===== config.mk =====
export PLATFORM = sky130hd
export DESIGN_NAME = mlm_llr_unit
export DESIGN_NICKNAME = d
export VERILOG_FILES = /design/src/rtl/mlm_pkg.sv /design/src/rtl/mlm_maxstar.sv /design/src/rtl/mlm_cand.sv /design/src/rtl/mlm_tree.sv /design/src/rtl/mlm_out.sv /design/src/rtl/mlm_llr_unit.sv
export SDC_FILE = /design/constraint.sdc
export NUM_CORES = 2
export LEC_CHECK = 0
export ABC_CLOCK_PERIOD_IN_PS = 7300
export BUFFER_PORTS_ARGS = -buffer_cell sky130_fd_sc_hd__clkbuf_2
export CAP_MARGIN = 10
export CELL_PAD_IN_SITES_DETAIL_PLACEMENT = 1
export CELL_PAD_IN_SITES_GLOBAL_PLACEMENT = 2
export CORE_MARGIN = 10
export CORE_UTILIZATION = 41
export CTS_CLUSTER_DIAMETER = 60
export DETAILED_ROUTE_END_ITERATION = 6
export MAX_ROUTING_LAYER = met4
export PLACE_DENSITY = 0.91
export SYNTH_ARGS = -nofsm -noshare
export SYNTH_HDL_FRONTEND = slang
export SYNTH_HIERARCHICAL = 1
export SYNTH_SLANG_ARGS = --single-unit

===== constraint.sdc =====
create_clock -name clk -period 7.3 [get_ports clk]
set_input_delay 0.73 -clock clk [delete_from_list [all_inputs] [get_ports clk]]
set_output_delay 0.73 -clock clk [all_outputs]
set_load 0.01 [all_outputs]

===== src/rtl/mlm_pkg.sv =====
package mlm_pkg;
  localparam int NST   = 8;
  localparam int SBITS = 3;

  // Recursive systematic trellis: feedback taps on s[1], s[2]
  function automatic logic fb_bit(input logic [SBITS-1:0] s, input logic u);
    return u ^ s[1] ^ s[2];
  endfunction

  function automatic logic [SBITS-1:0] nxt_state(input logic [SBITS-1:0] s, input logic u);
    return {s[1], s[0], fb_bit(s, u)};
  endfunction

  function automatic logic par_bit(input logic [SBITS-1:0] s, input logic u);
    return fb_bit(s, u) ^ s[0] ^ s[2];
  endfunction

  // ln(1+exp(-d)) in quarter-unit steps, index saturated at 7
  function automatic logic [1:0] corr_lut(input logic [2:0] idx);
    case (idx)
      3'd0:                   return 2'd3;
      3'd1, 3'd2, 3'd3:       return 2'd2;
      3'd4, 3'd5, 3'd6:       return 2'd1;
      default:                return 2'd0;
    endcase
  endfunction
endpackage


===== src/rtl/mlm_maxstar.sv =====
module mlm_maxstar import mlm_pkg::*; #(
  parameter int SW = 15
) (
  input  logic signed [SW-1:0] a,
  input  logic signed [SW-1:0] b,
  input  logic                 use_corr,
  output logic signed [SW-1:0] y
);
  logic signed [SW:0]   d;
  logic        [SW:0]   ad;
  logic        [2:0]    idx;
  logic signed [SW-1:0] mx;
  logic signed [SW-1:0] cx;

  always_comb begin
    d   = {a[SW-1], a} - {b[SW-1], b};
    mx  = d[SW] ? b : a;
    ad  = d[SW] ? -d : d;
    idx = (ad >= (SW+1)'(7)) ? 3'd7 : ad[2:0];
    cx  = use_corr ? SW'(corr_lut(idx)) : '0;
    y   = mx + cx;
  end
endmodule


===== src/rtl/mlm_cand.sv =====
module mlm_cand import mlm_pkg::*; #(
  parameter int MW = 12,
  parameter int SW = 15
) (
  input  logic              clk,
  input  logic              rst,
  input  logic              in_valid,
  input  logic [NST*MW-1:0] alpha,
  input  logic [NST*MW-1:0] beta,
  input  logic [4*MW-1:0]   gamma,
  output logic [NST*SW-1:0] cand0,
  output logic [NST*SW-1:0] cand1
);
  logic signed [SW-1:0] cq [2][NST];

  for (genvar u = 0; u < 2; u++) begin : g_bit
    for (genvar s = 0; s < NST; s++) begin : g_st
      localparam logic [SBITS-1:0] NS = nxt_state(3'(s), 1'(u));
      localparam int GI = 2*u + int'(par_bit(3'(s), 1'(u)));
      logic signed [SW-1:0] sum;

      assign sum = SW'($signed(alpha[s*MW +: MW]))
                 + SW'($signed(gamma[GI*MW +: MW]))
                 + SW'($signed(beta[int'(NS)*MW +: MW]));

      always_ff @(posedge clk) begin
        if (rst)           cq[u][s] <= '0;
        else if (in_valid) cq[u][s] <= sum;
      end

      if (u == 0) begin : g_p0
        assign cand0[s*SW +: SW] = cq[u][s];
      end else begin : g_p1
        assign cand1[s*SW +: SW] = cq[u][s];
      end
    end
  end
endmodule


===== src/rtl/mlm_tree.sv =====
module mlm_tree #(
  parameter  int SW = 15,
  parameter  int N  = 8,
  localparam int LV = $clog2(N)
) (
  input  logic                 clk,
  input  logic                 rst,
  input  logic [LV-1:0]        lvl_vld,
  input  logic [LV-1:0]        lvl_mode,
  input  logic [N*SW-1:0]      leaves,
  output logic signed [SW-1:0] root
);
  logic signed [SW-1:0] lf  [N];
  logic signed [SW-1:0] yw  [LV][N];
  logic signed [SW-1:0] st  [LV][N];

  for (genvar j = 0; j < N; j++) begin : g_leaf
    assign lf[j] = $signed(leaves[j*SW +: SW]);
  end

  for (genvar l = 0; l < LV; l++) begin : g_lvl
    localparam int W = N >> (l + 1);
    for (genvar j = 0; j < N; j++) begin : g_node
      if (j < W) begin : g_op
        if (l == 0) begin : g_first
          mlm_maxstar #(.SW(SW)) u_op (
            .a(lf[2*j]), .b(lf[2*j+1]), .use_corr(lvl_mode[l]), .y(yw[l][j]));
        end else begin : g_next
          mlm_maxstar #(.SW(SW)) u_op (
            .a(st[l-1][2*j]), .b(st[l-1][2*j+1]), .use_corr(lvl_mode[l]), .y(yw[l][j]));
        end
      end else begin : g_pad
        assign yw[l][j] = '0;
      end
    end
  end

  always_ff @(posedge clk) begin
    if (rst) begin
      for (int l = 0; l < LV; l++)
        for (int j = 0; j < N; j++) st[l][j] <= '0;
    end else begin
      for (int l = 0; l < LV; l++)
        if (lvl_vld[l])
          for (int j = 0; j < N; j++) st[l][j] <= yw[l][j];
    end
  end

  assign root = st[LV-1][0];

  AST_STAR_BOUND: assert property (@(posedge clk) disable iff (rst)
    lvl_vld[0] |=> (st[0][0] >= ($past(lf[0]) > $past(lf[1]) ? $past(lf[0]) : $past(lf[1])))
               && (st[0][0] <= ($past(lf[0]) > $past(lf[1]) ? $past(lf[0]) : $past(lf[1])) + 3));

  AST_MAXLOG_PLAIN: assert property (@(posedge clk) disable iff (rst)
    (lvl_vld[0] && !lvl_mode[0]) |=>
      (st[0][0] == ($past(lf[0]) > $past(lf[1]) ? $past(lf[0]) : $past(lf[1]))));
endmodule


===== src/rtl/mlm_out.sv =====
module mlm_out #(
  parameter int SW  = 15,
  parameter int LSW = 10,
  parameter int OW  = 10,
  parameter int EW  = 8
) (
  input  logic                  clk,
  input  logic                  rst,
  input  logic                  in_vld,
  input  logic signed [SW-1:0]  m1,
  input  logic signed [SW-1:0]  m0,
  input  logic signed [LSW-1:0] lsum,
  output logic                  out_valid,
  output logic [OW-1:0]         out_llr,
  output logic [EW-1:0]         out_ext
);
  localparam int LMAXI = (1 << (OW-1)) - 1;
  localparam int EMAXI = (1 << (EW-1)) - 1;
  localparam int DW    = ((OW > LSW) ? OW : LSW) + 1;

  logic signed [SW:0]   d;
  logic signed [OW-1:0] llr_c;
  logic signed [DW-1:0] e;
  logic signed [EW-1:0] ext_c;

  always_comb begin
    d = (SW+1)'(m1) - (SW+1)'(m0);
    if (d > (SW+1)'(LMAXI))       llr_c = OW'(LMAXI);
    else if (d < (SW+1)'(-LMAXI)) llr_c = OW'(-LMAXI);
    else                          llr_c = OW'(d);
    e = DW'(llr_c) - DW'(lsum);
    if (e > DW'(EMAXI))           ext_c = EW'(EMAXI);
    else if (e < DW'(-EMAXI))     ext_c = EW'(-EMAXI);
    else                          ext_c = EW'(e);
  end

  always_ff @(posedge clk) begin
    if (rst) begin
      out_valid <= 1'b0;
      out_llr   <= '0;
      out_ext   <= '0;
    end else begin
      out_valid <= in_vld;
      if (in_vld) begin
        out_llr <= llr_c;
        out_ext <= ext_c;
      end
    end
  end

  AST_LLR_RANGE: assert property (@(posedge clk) disable iff (rst)
    out_valid |-> ($signed(out_llr) <= OW'(LMAXI)) && ($signed(out_llr) >= OW'(-LMAXI)));

  AST_EXT_RANGE: assert property (@(posedge clk) disable iff (rst)
    out_valid |-> ($signed(out_ext) <= EW'(EMAXI)) && ($signed(out_ext) >= EW'(-EMAXI)));

  AST_HOLD_IDLE: assert property (@(posedge clk) disable iff (rst)
    !in_vld |=> $stable(out_llr) && $stable(out_ext));
endmodule


===== src/rtl/mlm_llr_unit.sv =====
module mlm_llr_unit import mlm_pkg::*; #(
  parameter int MW = 12,
  parameter int LW = 8,
  parameter int OW = 10,
  parameter int EW = 8
) (
  input  logic              clk,
  input  logic              rst,
  input  logic              in_valid,
  input  logic              in_mode,
  input  logic [NST*MW-1:0] in_alpha,
  input  logic [NST*MW-1:0] in_beta,
  input  logic [4*MW-1:0]   in_gamma,
  input  logic [LW-1:0]     in_apr,
  input  logic [LW-1:0]     in_sys,
  input  logic [LW-1:0]     in_par,
  output logic              out_valid,
  output logic [OW-1:0]     out_llr,
  output logic [EW-1:0]     out_ext
);
  localparam int SW  = MW + 3;
  localparam int LSW = LW + 2;
  localparam int LV  = $clog2(NST);

  logic [NST*SW-1:0]     cand [2];
  logic signed [SW-1:0]  root [2];
  logic [LV:0]           vq;
  logic [LV-1:0]         mq;
  logic signed [LSW-1:0] lq [LV+1];
  logic signed [LSW-1:0] lsum_in;

  assign lsum_in = LSW'($signed(in_apr)) + LSW'($signed(in_sys)) + LSW'($signed(in_par));

  // Step valid, mode and input-LLR sum travel beside the trees
  always_ff @(posedge clk) begin
    if (rst) begin
      vq <= '0;
      mq <= '0;
      for (int i = 0; i <= LV; i++) lq[i] <= '0;
    end else begin
      vq[0] <= in_valid;
      mq[0] <= in_mode;
      for (int i = 1; i <= LV; i++) vq[i] <= vq[i-1];
      for (int i = 1; i < LV; i++)  mq[i] <= mq[i-1];
      if (in_valid) lq[0] <= lsum_in;
      for (int i = 1; i <= LV; i++) if (vq[i-1]) lq[i] <= lq[i-1];
    end
  end

  mlm_cand #(.MW(MW), .SW(SW)) u_cand (
    .clk(clk), .rst(rst), .in_valid(in_valid),
    .alpha(in_alpha), .beta(in_beta), .gamma(in_gamma),
    .cand0(cand[0]), .cand1(cand[1]));

  for (genvar u = 0; u < 2; u++) begin : g_tree
    mlm_tree #(.SW(SW), .N(NST)) u_tree (
      .clk(clk), .rst(rst), .lvl_vld(vq[LV-1:0]), .lvl_mode(mq),
      .leaves(cand[u]), .root(root[u]));
  end

  mlm_out #(.SW(SW), .LSW(LSW), .OW(OW), .EW(EW)) u_out (
    .clk(clk), .rst(rst), .in_vld(vq[LV]),
    .m1(root[1]), .m0(root[0]), .lsum(lq[LV]),
    .out_valid(out_valid), .out_llr(out_llr), .out_ext(out_ext));

  AST_STEP_ENTRY: assert property (@(posedge clk) disable iff (rst)
    in_valid |=> vq[0]);

  AST_VALID_CHAIN: assert property (@(posedge clk) disable iff (rst)
    vq[LV] |=> out_valid);

  AST_NO_SPURIOUS: assert property (@(posedge clk) disable iff (rst)
    !vq[LV] |=> !out_valid);
endmodule


; ---- Word-level counts from Yosys, hierarchy flattened
; Memory sizes are Yosys's and may differ from the RTL's.
; Cells that the tools add are included.
[totals]
inputBits = 268
n_memories = 4
elab_cells = 407
ramBits = 640
out_inout_bits = 19
regBits = 26
[mem_list]
columns = memory, words, word_bits, read_ports, rd_ports_with_merged_regs, write_ports, line
row1 = u_cand.cq, 2, 120, 2, 0, 2, mlm_cand.sv:14  ; logic signed [SW-1:0] cq [2][NST];
row2 = g_tree[0].u_tree.st, 3, 60, 3, 0, 3, mlm_tree.sv:15  ; logic signed [SW-1:0] st [LV][N];
row3 = g_tree[1].u_tree.st, 3, 60, 3, 0, 3, mlm_tree.sv:15
row4 = lq, 4, 10, 4, 0, 4, mlm_llr_unit.sv:29  ; logic signed [LSW-1:0] lq [LV+1];
[op_classes]
eq_ne = 84
bitwise_logic = 44
magnitude_cmp = 18
n_reduce_logical = 42
mux = 132
addsub = 78
[op_table]
columns = op, count
row1 = two-way mux 15 bit, 54
row2 = subtractor 15 x 15 -> 16 bit, 15
row3 = adder 13 x 12 -> 14 bit, 16
row4 = >= comparator 16 x 3 -> 1 bit (second input constant), 14
row5 = two-way mux 16 bit, 14
row6 = negator 16 bit, 14
row7 = adder 15 x 3 -> 15 bit, 14
row8 = adder 12 x 12 -> 13 bit, 16
row9 = equality test 3 bit (second input constant), 42
row10 = equality test 3 x 2 -> 1 bit (second input constant), 28
row11 = case mux 2 bit (3 select lines), 14
row12 = OR reduction 3 bit, 28
row13 = two-way mux 10 bit, 6
row14 = OR 1 bit, 44
row15 = equality test 3 x 1 -> 1 bit (second input constant), 14
row16 = zero test 3 bit, 14
row17 = two-way mux 3 bit, 14
row18 = two-way mux 2 bit, 14
row19 = greater-than comparator 16 x 10 -> 1 bit (second input constant), 1
row20 = < comparator 16 x 10 -> 1 bit (second input constant), 1
row21 = two-way mux 8 bit, 2
row22 = two-way mux 1 bit, 14
row23 = greater-than comparator 11 x 8 -> 1 bit (second input constant), 1
row24 = < comparator 11 x 8 -> 1 bit (second input constant), 1
row25 = 3 further kinds, 3

; ---- Longest topological paths before layout
; An unclocked memory read counts as a cell.
[depth]
ltp_word = 12
mapped_depth = 24
mapped_depth_nobuf = 22

; ---- Hierarchy
; The synthesis kept the hierarchy.
[modules_own_cells]
columns = mod, cells_each, area_per_inst_um2, seq_area_each_um2, n_inst
row1 = mlm_maxstar at g_tree[0].u_tree.g_lvl[0].g_node[0].g_op.g_first.u_op ..., 293, 2215.9, 0.0, 12
row2 = mlm_cand, 1742, 19875.3, 6726.5, 1
row3 = mlm_tree, 252, 4221.5, 3153.0, 2
row4 = mlm_out, 296, 2293.4, 380.4, 1
row5 = mlm_maxstar at g_tree[1].u_tree.g_lvl[1].g_node[1].g_op.g_next.u_op, 325, 2202.1, 0.0, 1
row6 = mlm_llr_unit, 158, 2187.1, 1341.3, 1
row7 = mlm_maxstar at g_tree[1].u_tree.g_lvl[2].g_node[0].g_op.g_next.u_op, 303, 2100.8, 0.0, 1

; ---- Least setup slack after synthesis
; Ideal clock, no wire load.
[synth_path]
kind = register to register
start = memory g_tree[0].u_tree/st[0][90] (netlist name)
end = register u_out.out_ext[2]
n_path_buf = 2
period_less_slack_ns = 5.600
path_slack_ns = 1.700
setup_time_ns = 0.122
required_ns = 7.178
stages_incl_launch_ff = 24
arrival_ns = 5.479
cell_sequence = edfxtp_1 > buf_4 > ha_1 > fa_1 > nand2b_2 > a211oi_4 > o21a_4 > mux2i_1 > nand4_1 > or4b_1 > buf_2 > mux2i_1 > and2_1 > ha_1 > inv_1 > fa_1 > a211oi_1 > o21bai_1 > a211oi_1 > a21oi_1 > or4_1 > and4_1 > o21a_1 > a221o_1
[synth_rtl]
columns = item, line
row1 = "start, declared", mlm_tree.sv:15
row2 = "end signal, assigned", mlm_out.sv:46  ; out_ext <= ext_c;
row3 = "end, declared", mlm_out.sv:15  ; output logic [EW-1:0] out_ext

==> impl_metrics.env <==
export IMPL_post_dp_hpwl_um=198600
export IMPL_p_leak_uw=0.02673
export IMPL_netlist_instances=6844
export IMPL_post_route_drc_count=0
export IMPL_synth_area_um2=63690
export IMPL_path_clk_slew_ns=0.06
export IMPL_period_needed_ns=6.317
export IMPL_holdCritStartpoint="in_mode"
export IMPL_final_fill_count=17840
export IMPL_cts_path_max_buffers=3
export IMPL_post_cts_setup_buffer_count=0
export IMPL_post_cts_resized=0
export IMPL_synth_edf_count=474
export IMPL_synth_area_leaders="edfxtp_1 (22%), ha_1 (9.4%), fa_1 (7.8%)"
export IMPL_dieWidth_um=414.1
export IMPL_critPathMaxFanout=8
export IMPL_setup_tns_final_ns=0
export IMPL_std_cell_rows=144
export IMPL_grt_start_max_net_pins=134
export IMPL_multi_input_comb_area_um2=45410
export IMPL_postSynthAreaPerCell_um2=9.306
export IMPL_antenna_violations_before_repair=25
export IMPL_ys_async_sr_fraction_pct=0
export IMPL_reg2reg_setup_slack_ns=0.98
export IMPL_global_route_overflow_total=0
export IMPL_worst_ir_drop_vdd_uv=184.9
export IMPL_worst_reg_to_reg_cells=21
export IMPL_maxClockFrequency_ghz=0.1583
export IMPL_worst_hold_path_class="primary input to flip-flop"
export IMPL_worstSetupPathType="flip-flop to flip-flop"
export IMPL_fp_coreArea_um2=154200
export IMPL_clkLatencyLatePin_ns=0.70
export IMPL_syn2layout_area_growth_pct=8.325
export IMPL_yosys_cell_count_top_type="nor2_1"
export IMPL_slew_headroom_pct=20.56
export IMPL_worstPathRequired_ns=7.78
export IMPL_synth_sequential_area_ratio_pct=23.16
export IMPL_floorplan_initialDensity_pct=41.30
export IMPL_synth_cell_type_count=129
export IMPL_run_status="finished, final reports clean"
export IMPL_layout_drive_gt1_share_pct=14.13
export IMPL_cts_num_sinks=500
export IMPL_crit_path_end_kind="flip-flop"
export IMPL_postSynth_topFlopCell="edfxtp_1"
export IMPL_final_hold_viol_count=0
export IMPL_die_height_um=414.1
export IMPL_period_share_pct=86.54
export IMPL_tritoncts_num_buffers=77
export IMPL_commonest_cells_in_the_netlist="nor2_1 (479), ha_1 (477), edfxtp_1 (474)"
export IMPL_detail_route_wirelength_um=238900
export IMPL_route_detailed_wl_per_inst_um=26.33
export IMPL_vias_per_cell=6.095
export IMPL_mappedNetlistNets=7836
export IMPL_ys_warnings_count=6
export IMPL_cts_root_buf="clkbuf_16"
export IMPL_synthDominantCellAreaShare_pct=22.35
export IMPL_crit_arrival_ns=6.80
export IMPL_ratio_of_total_power_to_cell_area_nw_per_um2=279.4
export IMPL_setup_worst_path_start="u_cand/cq[1][105]"
export IMPL_finalNetCount=7944
export IMPL_startpoint_type="flip-flop"
export IMPL_finalSetupViolations=0
export IMPL_worst_r2r_endpoint="g_tree[1].u_tree/st[0][53]"
export IMPL_first_global_vias=57090
export IMPL_holdBufCountCts=0
export IMPL_layout_area_seq_um2=14760
export IMPL_max_cap_violations=0
export IMPL_transition_time_of_the_tightest_slew_check_pin_ns=1.179
export IMPL_first_pass_grt_wire_length_um=357200
export IMPL_whs_path_depth=2
export IMPL_drt_pass1_iter_count=6
export IMPL_final_setup_skew_ns=0.03515
export IMPL_rsz0062_at_grt="no"
export IMPL_slew_viol_final=0
export IMPL_portBuffers=286
export IMPL_min_delay_worst_endpoint="mq[0]"
export IMPL_synth_seq_cells=500
export IMPL_globalplace_congestion=1.030
export IMPL_final_antenna_net_count=0
export IMPL_cts_htree_levels=3
export IMPL_track_usage_pct=27.44
export IMPL_post_route_util_pct=44.74
export IMPL_synth_largest_area_cell="edfxtp_1"
export IMPL_cts_tree="yes"
export IMPL_area_enclosed_by_the_die_boundary_um2=171500
export IMPL_crit_reg2reg_launch="u_cand/cq[1][105]"
export IMPL_pin_count=287
export IMPL_dr_total_vias=55300
export IMPL_detailedRoute_firstIterationViolations=3945
==> sequential cells by signal, indices dropped and copies added (netlist names) <==
name and count:
u_out/out_llr 10, u_out/out_valid 1, mq 3, u_out/out_ext 8, vq 4, lq 40
g_tree.u_tree/st 210, u_cand/cq 224
==> layer usage <==
metal	GRT usage (%)	wire (um)
met2	44.72	112000
met1	32.88	98980
met3	2.909	10710
met5	-	0
met4	15.99	17160
==> final cells by class <==
class | instances | share of cell area, %
multi-input combinational | 5578 | 65.81
sequential | 500 | 21.39
tap | 2044 | 3.707
clock buffer | 90 | 2.863
timing repair buffer | 331 | 2.631
inverter | 464 | 2.524
clock inverter | 51 | 1.019
antenna | 15 | 0.05440
==> kinds of logic (layout without fill, tap and decap cells) <==
group | Yosys count | count (layout) | share of synthesized area (%)
adders and majority gates | 737 | 737 | 17.34
buffers and inverters | 766 | 936 | 5.601
and+or+nand+nor | 2164 | 2164 | 19.23
other | 0 | 15 | 0
muxes | 269 | 269 | 4.267
AOI/OAI and AO/OA | 1921 | 1921 | 23.55
DFF | 500 | 500 | 23.16
xor gates and xnor gates | 487 | 487 | 6.850
==> report_power, final <==
part	total [uW]	internal [uW]	switching, uW
clock network	3920	2330	1590
registers	3940	3550	393
logic	11400	4220	7190
total	19300	10100	9180
==> metrics by stage <==
step / setup WS [ns] / total power, uW / area [um^2] / hold WS (ns) / instances
after floorplan: 1.700 / 12160 / 63690 / 0.4720 / 6844
after global placement: 1.216 / 14860 / 66280 / 0.4754 / 8917
after detailed placement: 0.9921 / 15160 / 66280 / 0.4800 / 8917
after CTS: 0.9597 / 19190 / 68960 / 0.2128 / 9058
after global routing: 0.5610 / 20430 / 68980 / 0.2413 / 9066
final: 0.9828 / 19280 / 68990 / 0.2486 / 9073
==> layout by cell type (no fill, tap or decap), types with 247 or more instances in the layout <==
cell type,netlist,final
nor2_1,479,479
ha_1,477,477
edfxtp_1,474,474
inv_1,463,463
a21oi_1,420,419
nand2_1,402,402
clkbuf_2,0,285
xnor2_1,262,262
mux2i_1,251,251
fa_1,247,247
==> critical path, stage by stage (launching register included) <==
cell,delay [ns]
edfxtp_1,0.36
inv_1,0.09
ha_1,0.21
inv_1,0.07
fa_1,0.44
xnor2_1,0.56
nand3b_1,0.14
mux2i_1,0.29
o211ai_1,0.37
nor4_4,0.36
o211ai_1,0.14
a221o_1,0.38
a21oi_2,0.21
o2111a_1,0.21
ha_1,0.17
inv_1,0.06
fa_1,0.45
a2111oi_4,0.38
nand2_2,0.10
xor2_1,0.15
a221oi_1,0.66
nor3b_1,0.32
==> worst max path at each step <==
stage                                             to  slack [ns]  depth (start not counted)
final                     g_tree[1].u_tree/st[0][53]        0.98                         21
after CTS                 g_tree[0].u_tree/st[0][14]        0.96                         21
after global placement              u_out/out_ext[5]        1.22                         22
after floorplan                     u_out/out_ext[2]        1.70                         23
after detailed placement  g_tree[0].u_tree/st[0][14]        0.99                         21
after global routing      g_tree[1].u_tree/st[0][53]        0.56                         21
Note: power is estimated with default switching activity, not from simulation.
